### src/rtl/tick_timer_pkg.sv
// Shared types of the tick timer: the operating-mode encoding.
package tick_timer_pkg;
    typedef enum logic [1:0] {
        TM_OFF     = 2'd0,  // no counting, no action
        TM_RESTART = 2'd1,  // zero the counter on a match
        TM_ONESHOT = 2'd2,  // halt the counter on a match
        TM_FREERUN = 2'd3   // keep counting through a match
    } tmr_mode_e;

    // Control bits above the period field: pending, enable, two mode bits.
    localparam int unsigned CTRL_TOP_BITS = 4;
endpackage

### src/rtl/tmr_ctrl_reg.sv
// Control word of the tick timer: period, pending, enable and mode fields,
// plus the one-shot halt flag.
// Assumes match_hit is a single-cycle event from the counter, and that wr
// is a write strobe already decoded for this register.
module tmr_ctrl_reg
    import tick_timer_pkg::*;
#(
    parameter int unsigned REG_W = 32
) (
    input  logic                                 clk,
    input  logic                                 rst_n,
    input  logic                                 wr,
    input  logic [REG_W-1:0]                     wdata,
    input  logic                                 match_hit,
    output logic [REG_W-1:0]                     ctrl_q,
    output logic [REG_W-CTRL_TOP_BITS-1:0]       period,
    output logic                                 ie,
    output logic                                 ip,
    output tmr_mode_e                            mode,
    output logic                                 halted
);
    localparam int unsigned PER_W  = REG_W - CTRL_TOP_BITS;
    localparam int unsigned IP_BIT = PER_W;
    localparam int unsigned IE_BIT = PER_W + 1;

    logic wr_mode_nz;
    logic pend_set;

    assign period     = ctrl_q[PER_W-1:0];
    assign ip         = ctrl_q[IP_BIT];
    assign ie         = ctrl_q[IE_BIT];
    assign mode       = tmr_mode_e'(ctrl_q[REG_W-1 -: 2]);
    assign wr_mode_nz = wr && (wdata[REG_W-1 -: 2] != 2'b00);
    assign pend_set   = match_hit && ie;

    // Purpose: load the control word; a hardware pending-set beats a software clear.
    always_ff @(posedge clk) begin
        if (!rst_n) begin
            ctrl_q <= '0;
        end else if (wr) begin
            ctrl_q         <= wdata;
            ctrl_q[IP_BIT] <= wdata[IP_BIT] | pend_set;
        end else if (pend_set) begin
            ctrl_q[IP_BIT] <= 1'b1;
        end
    end

    // Purpose: track the one-shot halt, released by a nonzero-mode write.
    always_ff @(posedge clk) begin
        if (!rst_n) begin
            halted <= 1'b0;
        end else if (wr_mode_nz) begin
            halted <= 1'b0;
        end else if (match_hit && (mode == TM_ONESHOT)) begin
            halted <= 1'b1;
        end
    end

    // an enabled match leaves the pending bit set
    a_r8_pend_set: assert property (@(posedge clk) disable iff (!rst_n)
        (match_hit && ie) |=> ip);

    // without a software set or enabled match, pending cannot appear
    a_r8_no_spurious: assert property (@(posedge clk) disable iff (!rst_n)
        (!ip && !(match_hit && ie) && !(wr && wdata[IP_BIT])) |=> !ip);

    // pending is sticky while the control word is not written
    a_r9_sticky: assert property (@(posedge clk) disable iff (!rst_n)
        (ip && !wr) |=> ip);

    // the halt persists until a nonzero-mode write
    a_r6_halt_keep: assert property (@(posedge clk) disable iff (!rst_n)
        (halted && !wr_mode_nz) |=> halted);
endmodule

### src/rtl/tmr_counter.sv
// Count register of the tick timer with period compare and mode actions.
// Assumes period, mode and halted come from the control word registers and
// that wr is a write strobe already decoded for the count register.
// A match is raised only by an increment, never by a software load.
module tmr_counter
    import tick_timer_pkg::*;
#(
    parameter int unsigned REG_W = 32
) (
    input  logic                            clk,
    input  logic                            rst_n,
    input  logic                            tick_en,
    input  logic                            wr,
    input  logic [REG_W-1:0]                wdata,
    input  logic [REG_W-CTRL_TOP_BITS-1:0]  period,
    input  tmr_mode_e                       mode,
    input  logic                            halted,
    output logic [REG_W-1:0]                cnt_q,
    output logic                            match_hit
);
    localparam int unsigned PER_W = REG_W - CTRL_TOP_BITS;

    logic             running;
    logic             advance;
    logic [REG_W-1:0] cnt_inc;

    // Purpose: decide whether this edge increments and whether it matches.
    always_comb begin
        running   = (mode != TM_OFF) && !halted;
        advance   = tick_en && running && !wr;
        cnt_inc   = cnt_q + {{(REG_W-1){1'b0}}, 1'b1};
        match_hit = advance && (cnt_inc[PER_W-1:0] == period);
    end

    // Purpose: update the count; software load first, then restart, then increment.
    always_ff @(posedge clk) begin
        if (!rst_n) begin
            cnt_q <= '0;
        end else if (wr) begin
            cnt_q <= wdata;
        end else if (advance) begin
            if (match_hit && (mode == TM_RESTART)) begin
                cnt_q <= '0;
            end else begin
                cnt_q <= cnt_inc;
            end
        end
    end

    // a software load always lands
    a_r11_load_wins: assert property (@(posedge clk) disable iff (!rst_n)
        wr |=> (cnt_q == $past(wdata)));

    // a non-matching or non-restart advance steps by one
    a_r3_step_one: assert property (@(posedge clk) disable iff (!rst_n)
        (advance && !(match_hit && (mode == TM_RESTART)))
            |=> ((cnt_q - $past(cnt_q)) == REG_W'(1)));

    // with no tick, no running state or a load absent, the count holds
    a_r3_hold: assert property (@(posedge clk) disable iff (!rst_n)
        (!wr && !(tick_en && running)) |=> $stable(cnt_q));

    // a restart-mode match lands on zero
    a_r5_restart_zero: assert property (@(posedge clk) disable iff (!rst_n)
        (match_hit && (mode == TM_RESTART)) |=> (cnt_q == '0));

    // a free-running match shows the period in the low bits
    a_r7_pass_period: assert property (@(posedge clk) disable iff (!rst_n)
        (match_hit && (mode == TM_FREERUN))
            |=> (cnt_q[PER_W-1:0] == $past(period)));
endmodule

### src/rtl/tick_timer.sv
// Top of the tick timer: register-port decode, read mux and interrupt gate.
// Assumes single-cycle register accesses; one register is written per cycle.
module tick_timer
    import tick_timer_pkg::*;
#(
    parameter int unsigned REG_W = 32
) (
    input  logic             clk,
    input  logic             rst_n,
    input  logic             tick_en,
    input  logic             reg_sel,
    input  logic             reg_we,
    input  logic [REG_W-1:0] reg_wdata,
    output logic [REG_W-1:0] reg_rdata,
    output logic             irq
);
    localparam int unsigned PER_W = REG_W - CTRL_TOP_BITS;

    logic             wr_cnt;
    logic             wr_ctrl;
    logic [REG_W-1:0] cnt_q;
    logic [REG_W-1:0] ctrl_q;
    logic [PER_W-1:0] period;
    logic             ie;
    logic             ip;
    logic             halted;
    logic             match_hit;
    tmr_mode_e        mode;

    // Purpose: split the write strobe by register select.
    always_comb begin
        wr_cnt  = reg_we && !reg_sel;
        wr_ctrl = reg_we && reg_sel;
    end

    tmr_ctrl_reg #(.REG_W(REG_W)) u_ctrl (
        .clk       (clk),
        .rst_n     (rst_n),
        .wr        (wr_ctrl),
        .wdata     (reg_wdata),
        .match_hit (match_hit),
        .ctrl_q    (ctrl_q),
        .period    (period),
        .ie        (ie),
        .ip        (ip),
        .mode      (mode),
        .halted    (halted)
    );

    tmr_counter #(.REG_W(REG_W)) u_count (
        .clk       (clk),
        .rst_n     (rst_n),
        .tick_en   (tick_en),
        .wr        (wr_cnt),
        .wdata     (reg_wdata),
        .period    (period),
        .mode      (mode),
        .halted    (halted),
        .cnt_q     (cnt_q),
        .match_hit (match_hit)
    );

    // Purpose: return the selected register and gate the interrupt.
    always_comb begin
        reg_rdata = reg_sel ? ctrl_q : cnt_q;
        irq       = ip && ie;
    end

    // a control-word write lands in the period, enable and mode fields
    a_r2_ctrl_load: assert property (@(posedge clk) disable iff (!rst_n)
        wr_ctrl |=> ((ctrl_q[PER_W-1:0] == $past(reg_wdata[PER_W-1:0]))
                  && (ctrl_q[REG_W-1:PER_W+1] == $past(reg_wdata[REG_W-1:PER_W+1]))));

    // a counter write suppresses the match in its cycle
    a_r11_no_match_on_load: assert property (@(posedge clk) disable iff (!rst_n)
        wr_cnt |-> !match_hit);

    // a halted timer never raises a match
    a_r6_halt_no_match: assert property (@(posedge clk) disable iff (!rst_n)
        halted |-> !match_hit);
endmodule

### config.mk
export PLATFORM = sky130hd
export DESIGN_NAME = tick_timer
export DESIGN_NICKNAME = d
export VERILOG_FILES = /design/src/rtl/tick_timer_pkg.sv /design/src/rtl/tmr_ctrl_reg.sv /design/src/rtl/tmr_counter.sv /design/src/rtl/tick_timer.sv
export SDC_FILE = /design/constraint.sdc
export NUM_CORES = 1
export LEC_CHECK = 0
export BUFFER_PORTS_ARGS = -buffer_cell sky130_fd_sc_hd__buf_2
export CAP_MARGIN = 20
export CORE_MARGIN = 2
export CORE_UTILIZATION = 30
export DETAILED_ROUTE_END_ITERATION = 8
export GPL_ROUTABILITY_DRIVEN = 0
export PLACE_DENSITY = 0.49
export SYNTH_ARGS = -nofsm -noshare
export SYNTH_HDL_FRONTEND = slang
export SYNTH_SLANG_ARGS = --single-unit
### constraint.sdc
create_clock -name clk -period 4.3 [get_ports clk]
set_input_delay 0.215 -clock clk [delete_from_list [all_inputs] [get_ports clk]]
set_output_delay 0.215 -clock clk [all_outputs]
set_load 0.01 [all_outputs]
# Word level (Yosys, flattened, before mapping)
# Index checks and enable logic that the tools add are counted.
totals:
  register_bits: 65
  latchBits: 0
  ram_bits: 0
  mem_bits_ro: 0
  input_bits: 37
  out_inout_bits: 33
  word_cells: 35
  memories: 0
classes:
  n_addsub: 1
  multipliers: 0
  n_div: 0
  magnitude_cmp: 0
  eq_ne: 3
  shift: 0
  n_mux: 6
  n_bitwise: 2
  n_reduce_logical: 19
op_table:
  columns: ["op", "count"]
  rows:
  - ["32-bit two-way mux", 4]
  - ["32-bit by 1-bit adder with 32-bit output (second input constant)", 1]
  - ["28-bit equality test", 1]
  - ["1-bit logical AND", 11]
  - ["2-bit nonzero test", 4]
  - ["1-bit logical NOT", 3]
  - ["2-bit by 1-bit equality test with 1-bit output (second input constant)", 1]
  - ["2-bit equality test (second input constant)", 1]
  - ["1-bit two-way mux", 2]
  - ["2-bit OR reduction", 1]
  - ["1-bit inverter", 1]
  - ["1-bit OR", 1]

# Longest topological paths before layout
depth:
  word_depth: 9
  depth_mapped: 11
  depth_no_buf: 10

# Hierarchy
# A second synthesis with hierarchy kept.
hier_totals:
  hier_cells: 648
  area_unflattened_um2: 5331.4
by_module_without_submodules:
  columns: ["module", "n_inst", "cells_per_inst", "area_each_um2", "seq_area_each_um2"]
  rows:
  - ["tmr_counter", 1, 469, 3258.1, 640.6]
  - ["tmr_ctrl_reg", 1, 140, 1522.7, 660.6]
  - ["tick_timer", 1, 39, 550.5, 0.0]

# Worst setup path after synthesis
# OpenSTA, ideal clock, no wires.
synth_path:
  kind: "flip-flop to flip-flop"
  from: "register u_count.cnt_q[0]"
  to: "register u_count.cnt_q[18]"
  setup_ns: 0.132
  arrival_time_ns: 2.999
  path_slack_ns: 1.169
  path_stages_with_launch: 12
  path_buffers: 1
  period_less_slack_ns: 3.131
  path_cell_list: "dfxtp_1 > ha_1 > nand3_1 > nor4_4 > nand3_2 > or4b_1 > a31o_1 > a211o_1 > or3_4 > buf_6 > a21bo_4 > a21oi_2"
synth_via:
  elab_chain_cells: 7
synth_rtl:
  columns: ["item", "line_no", "text"]
  rows:
  - ["start: declaration", "tmr_counter.sv:18", "output logic [REG_W-1:0] cnt_q,"]
  - ["start signal: assignment", "tmr_counter.sv:40", "cnt_q <= wdata;"]
  - ["start signal: assignment", "tmr_counter.sv:45", "cnt_q <= cnt_inc;"]
  - ["32-bit by 1-bit adder with 32-bit output *", "tmr_counter.sv:31", "cnt_inc = cnt_q + {{(REG_W-1){1'b0}}, 1'b1};"]
  - ["28-bit equality test", "tmr_counter.sv:32", "match_hit = advance && (cnt_inc[PER_W-1:0] == period);"]
  - ["1-bit logical AND", "tmr_counter.sv:32", null]
  - ["1-bit logical AND", "tmr_counter.sv:42", "if (match_hit && (mode == TM_RESTART)) begin"]
  - ["32-bit two-way mux *", "tmr_counter.sv:42", null]
  - ["32-bit two-way mux *", "tmr_counter.sv:41", "end else if (advance) begin"]
  - ["32-bit two-way mux *", "tmr_counter.sv:39", "end else if (wr) begin"]
# Every way passes the cells marked *; elsewhere a longest branch is shown, timed or not. The select of a mux whose other input is x is not followed.
# A chain may end at the register's enable or synchronous reset.

# Worst setup path in the final report
layout_path:
  from: "register u_count.cnt_q[0]"
  to: "register u_count.cnt_q[27]"
# The elaborated chain is that of the path after synthesis.

==> results.sh <==
export IMPL_outcome="completed"
export IMPL_regArea_mm2=0.00130
export IMPL_slowest_delay_ps=720
export IMPL_maxCapViolCount=0
export IMPL_fp_dieH_um=127
export IMPL_drc_errors=0
export IMPL_ys_seq_area_frac=0.289
export IMPL_ys_flop_type="dfxtp_1"
export IMPL_cp_end_kind="flip-flop"
export IMPL_grt_max_degree=65
export IMPL_drtIter0Drc=323
export IMPL_fin_crit_sh=0.832
export IMPL_rows=44
export IMPL_synthCells=592
export IMPL_post_drt_wl_per_cell_um=17.9
export IMPL_cts_max_level=3
export IMPL_internal_power_mw=1.17
export IMPL_nNetsFinal=669
export IMPL_maxSlewHeadroom=0.481
export IMPL_io_pins=70
export IMPL_leakagePower_nw=1.99
export IMPL_antenna_found_initial=0
export IMPL_grt_first_pass_wirelength_mm=23.6
export IMPL_synth_top_area_frac=0.289
export IMPL_rsz0062_at_grt="no"
export IMPL_min_period_ps=3580
export IMPL_yosys_warnings=0
export IMPL_coreArea_mm2=0.0146
export IMPL_path_clk_slew_ps=50
export IMPL_crit_slowest_cell="nor4b_1"
export IMPL_setup_viol=0
export IMPL_die_area_mm2=0.0160
export IMPL_clk_latency_ps=350
export IMPL_post_dp_cell_area_mm2=0.00494
export IMPL_ant_nets=0
export IMPL_yosysTopAreaCell="dfxtp_1"
export IMPL_cts_buffers_inserted=9
export IMPL_initial_core_util=0.309
export IMPL_switchingPower_mw=0.468
export IMPL_clkPwrFrac=0.416
export IMPL_area_growth_pct=15.5
export IMPL_p_comb_frac=0.165
export IMPL_hold_viol_final=0
export IMPL_multi_input_area_mm2=0.00296
export IMPL_cts_root_buf="clkbuf_16"
export IMPL_antenna_cells=0
export IMPL_tns_ps=0
export IMPL_syn_area_mm2=0.00450
export IMPL_synthesis_area_per_instance_um2=7.61
export IMPL_post_cts_resize_count=0
export IMPL_crit_chain="ha_1 -> nand3_1 -> nor4b_1 -> xnor2_1 -> nor4bb_1 -> nand4_1 -> or2_2 -> a221oi_1 -> nor3_1"
export IMPL_clk_path_buf_depth=2
export IMPL_syn_nets=630
export IMPL_crit_arrival_ps=3780
export IMPL_grt_overflow=0
export IMPL_first_global_vias=4343
export IMPL_power_switching_share=0.287
export IMPL_wl_mm=14.7
export IMPL_synth_most_common_cell="nand2_1"
export IMPL_dr_total_vias=4456
export IMPL_synth_edff_count=0
export IMPL_postCtsHoldBufs=0
export IMPL_first_pass_iters=6
export IMPL_tightestPinTransition_ps=779
export IMPL_peakVddDrop_uv=152
export IMPL_dpl_hpwl_mm=10.3
export IMPL_fin_skew_ps=5.75
export IMPL_drive_gt1_frac=0.213
export IMPL_tritoncts="built"
export IMPL_fin_cells=818
export IMPL_via_per_inst=5.45
export IMPL_cp_required_ps=4500
export IMPL_pwr_density_cell_mw_per_mm2=314
export IMPL_finish_instance_area_mm2=0.00520
export IMPL_path_max_fanout=8
export IMPL_fillers=1554
export IMPL_cp_start_kind="flip-flop"
export IMPL_postCtsSetupRepairBufs=0
export IMPL_slew_viol_final=0
export IMPL_synth_common_cells="nand2_1 (85), dfxtp_1 (65), a21oi_1 (58)"
export IMPL_async_flop_share=0
export IMPL_io_buffers=69
export IMPL_synth_area_top_cells="dfxtp_1 (29%), mux2_2 (7.3%), nand2_1 (7.1%), a21oi_1 (6.4%), xnor2_1 (6.0%)"
export IMPL_max_freq_ghz=0.279
export IMPL_totalPowerFinal_mw=1.63
export IMPL_crit_type="reg2reg"
export IMPL_cts_sinks=65
export IMPL_place_inst=804
export IMPL_power_share_sequential=0.420
export IMPL_ys_ff_latch=65
export IMPL_die_width_um=127
export IMPL_globalRouteTotalUtil=0.187
export IMPL_synth_cell_types=60
export IMPL_worstHoldPathType="in2reg"
==> area by class of cell <==
type                       count  area share
multi-input combinational    469       0.568
sequential                    65       0.250
tap                          184      0.0443
inverter                       6     0.00433
clock buffer                  14      0.0508
timing repair buffer          80      0.0823
==> power groups by stage <==
stage                     sequential [mW]  combinational, mW  clock (mW)
after floorplan                     0.665              0.203           0
after global placement              0.696              0.267           0
after detailed placement            0.697              0.269           0
after CTS                           0.684              0.271       0.697
after global routing                0.692              0.298       0.718
final                               0.685              0.269       0.679
==> worst max-delay path: cells and delay by family (launching register included) <==
kind,cells,cell delay [ps]
and+or+nand+nor,6,2140
DFF,1,470
adders and majority gates,1,300
AOI/OAI and AO/OA,1,290
xor gates and xnor gates,1,220
==> layer usage <==
| metal | global-route usage | vias up | part of all wire |
|---|---|---|---|
| li1 | - | 2206 | - |
| met1 | 0.256 | 2097 | 0.47 |
| met2 | 0.290 | 133 | 0.45 |
| met3 | 0.0342 | 20 | 0.052 |
| met4 | 0.0737 | 0 | 0.023 |
| met5 | 0 | - | 0 |
==> worst paths after layout <==
check                                  from                              to  slack, ps  cells past startpoint
min reg2reg  u_ctrl.ctrl_q[24]$_SDFFE_PN0P_  u_ctrl.ctrl_q[24]$_SDFFE_PN0P_        480                      2
max reg2reg   u_count.cnt_q[0]$_SDFFE_PN0P_  u_count.cnt_q[27]$_SDFFE_PN0P_        720                      9
max           u_count.cnt_q[0]$_SDFFE_PN0P_  u_count.cnt_q[27]$_SDFFE_PN0P_        720                      9
min                           reg_wdata[23]  u_ctrl.ctrl_q[23]$_SDFFE_PN0P_        120                      3
==> flip-flops by register name (all words and copies together), names as in the netlist <==
name	count
u_ctrl.ctrl_q	32
u_ctrl.halted	1
u_count.cnt_q	32
==> cells by family after synthesis <==
kind of cell	Yosys count	share of synthesized area
adders and majority gates	1	0.00278
muxes	30	0.0747
buffers and inverters	58	0.0553
xor gates and xnor gates	50	0.0972
AOI/OAI and AO/OA	140	0.193
and+or+nand+nor	248	0.288
DFF	65	0.289
==> metrics by stage <==
step	hold slack [ps]	setup slack, ps	util
5_1_grt	122	457	0.357
3_3_place_gp	451	872	0.338
3_5_place_dp	463	761	0.338
6_report	115	721	0.357
2_1_floorplan	351	1170	-
4_1_cts	108	757	0.357
==> layout by cell type, fill, tap and decap left out, drive strengths merged, types with 6 or more instances in the layout <==
cell type and instances:
mux2 29, clkbuf 14, nor4 11, buf 80, xor2 19, xnor2 31, and3 19, or3 7
nand3 23, o21ai 26, nor3 20, inv 6, a31oi 7, a21oi 60, nand2 85, nand4 22
dfxtp 65, a22oi 25, nor2 28
No activity file was read; power rests on OpenSTA's default activity.
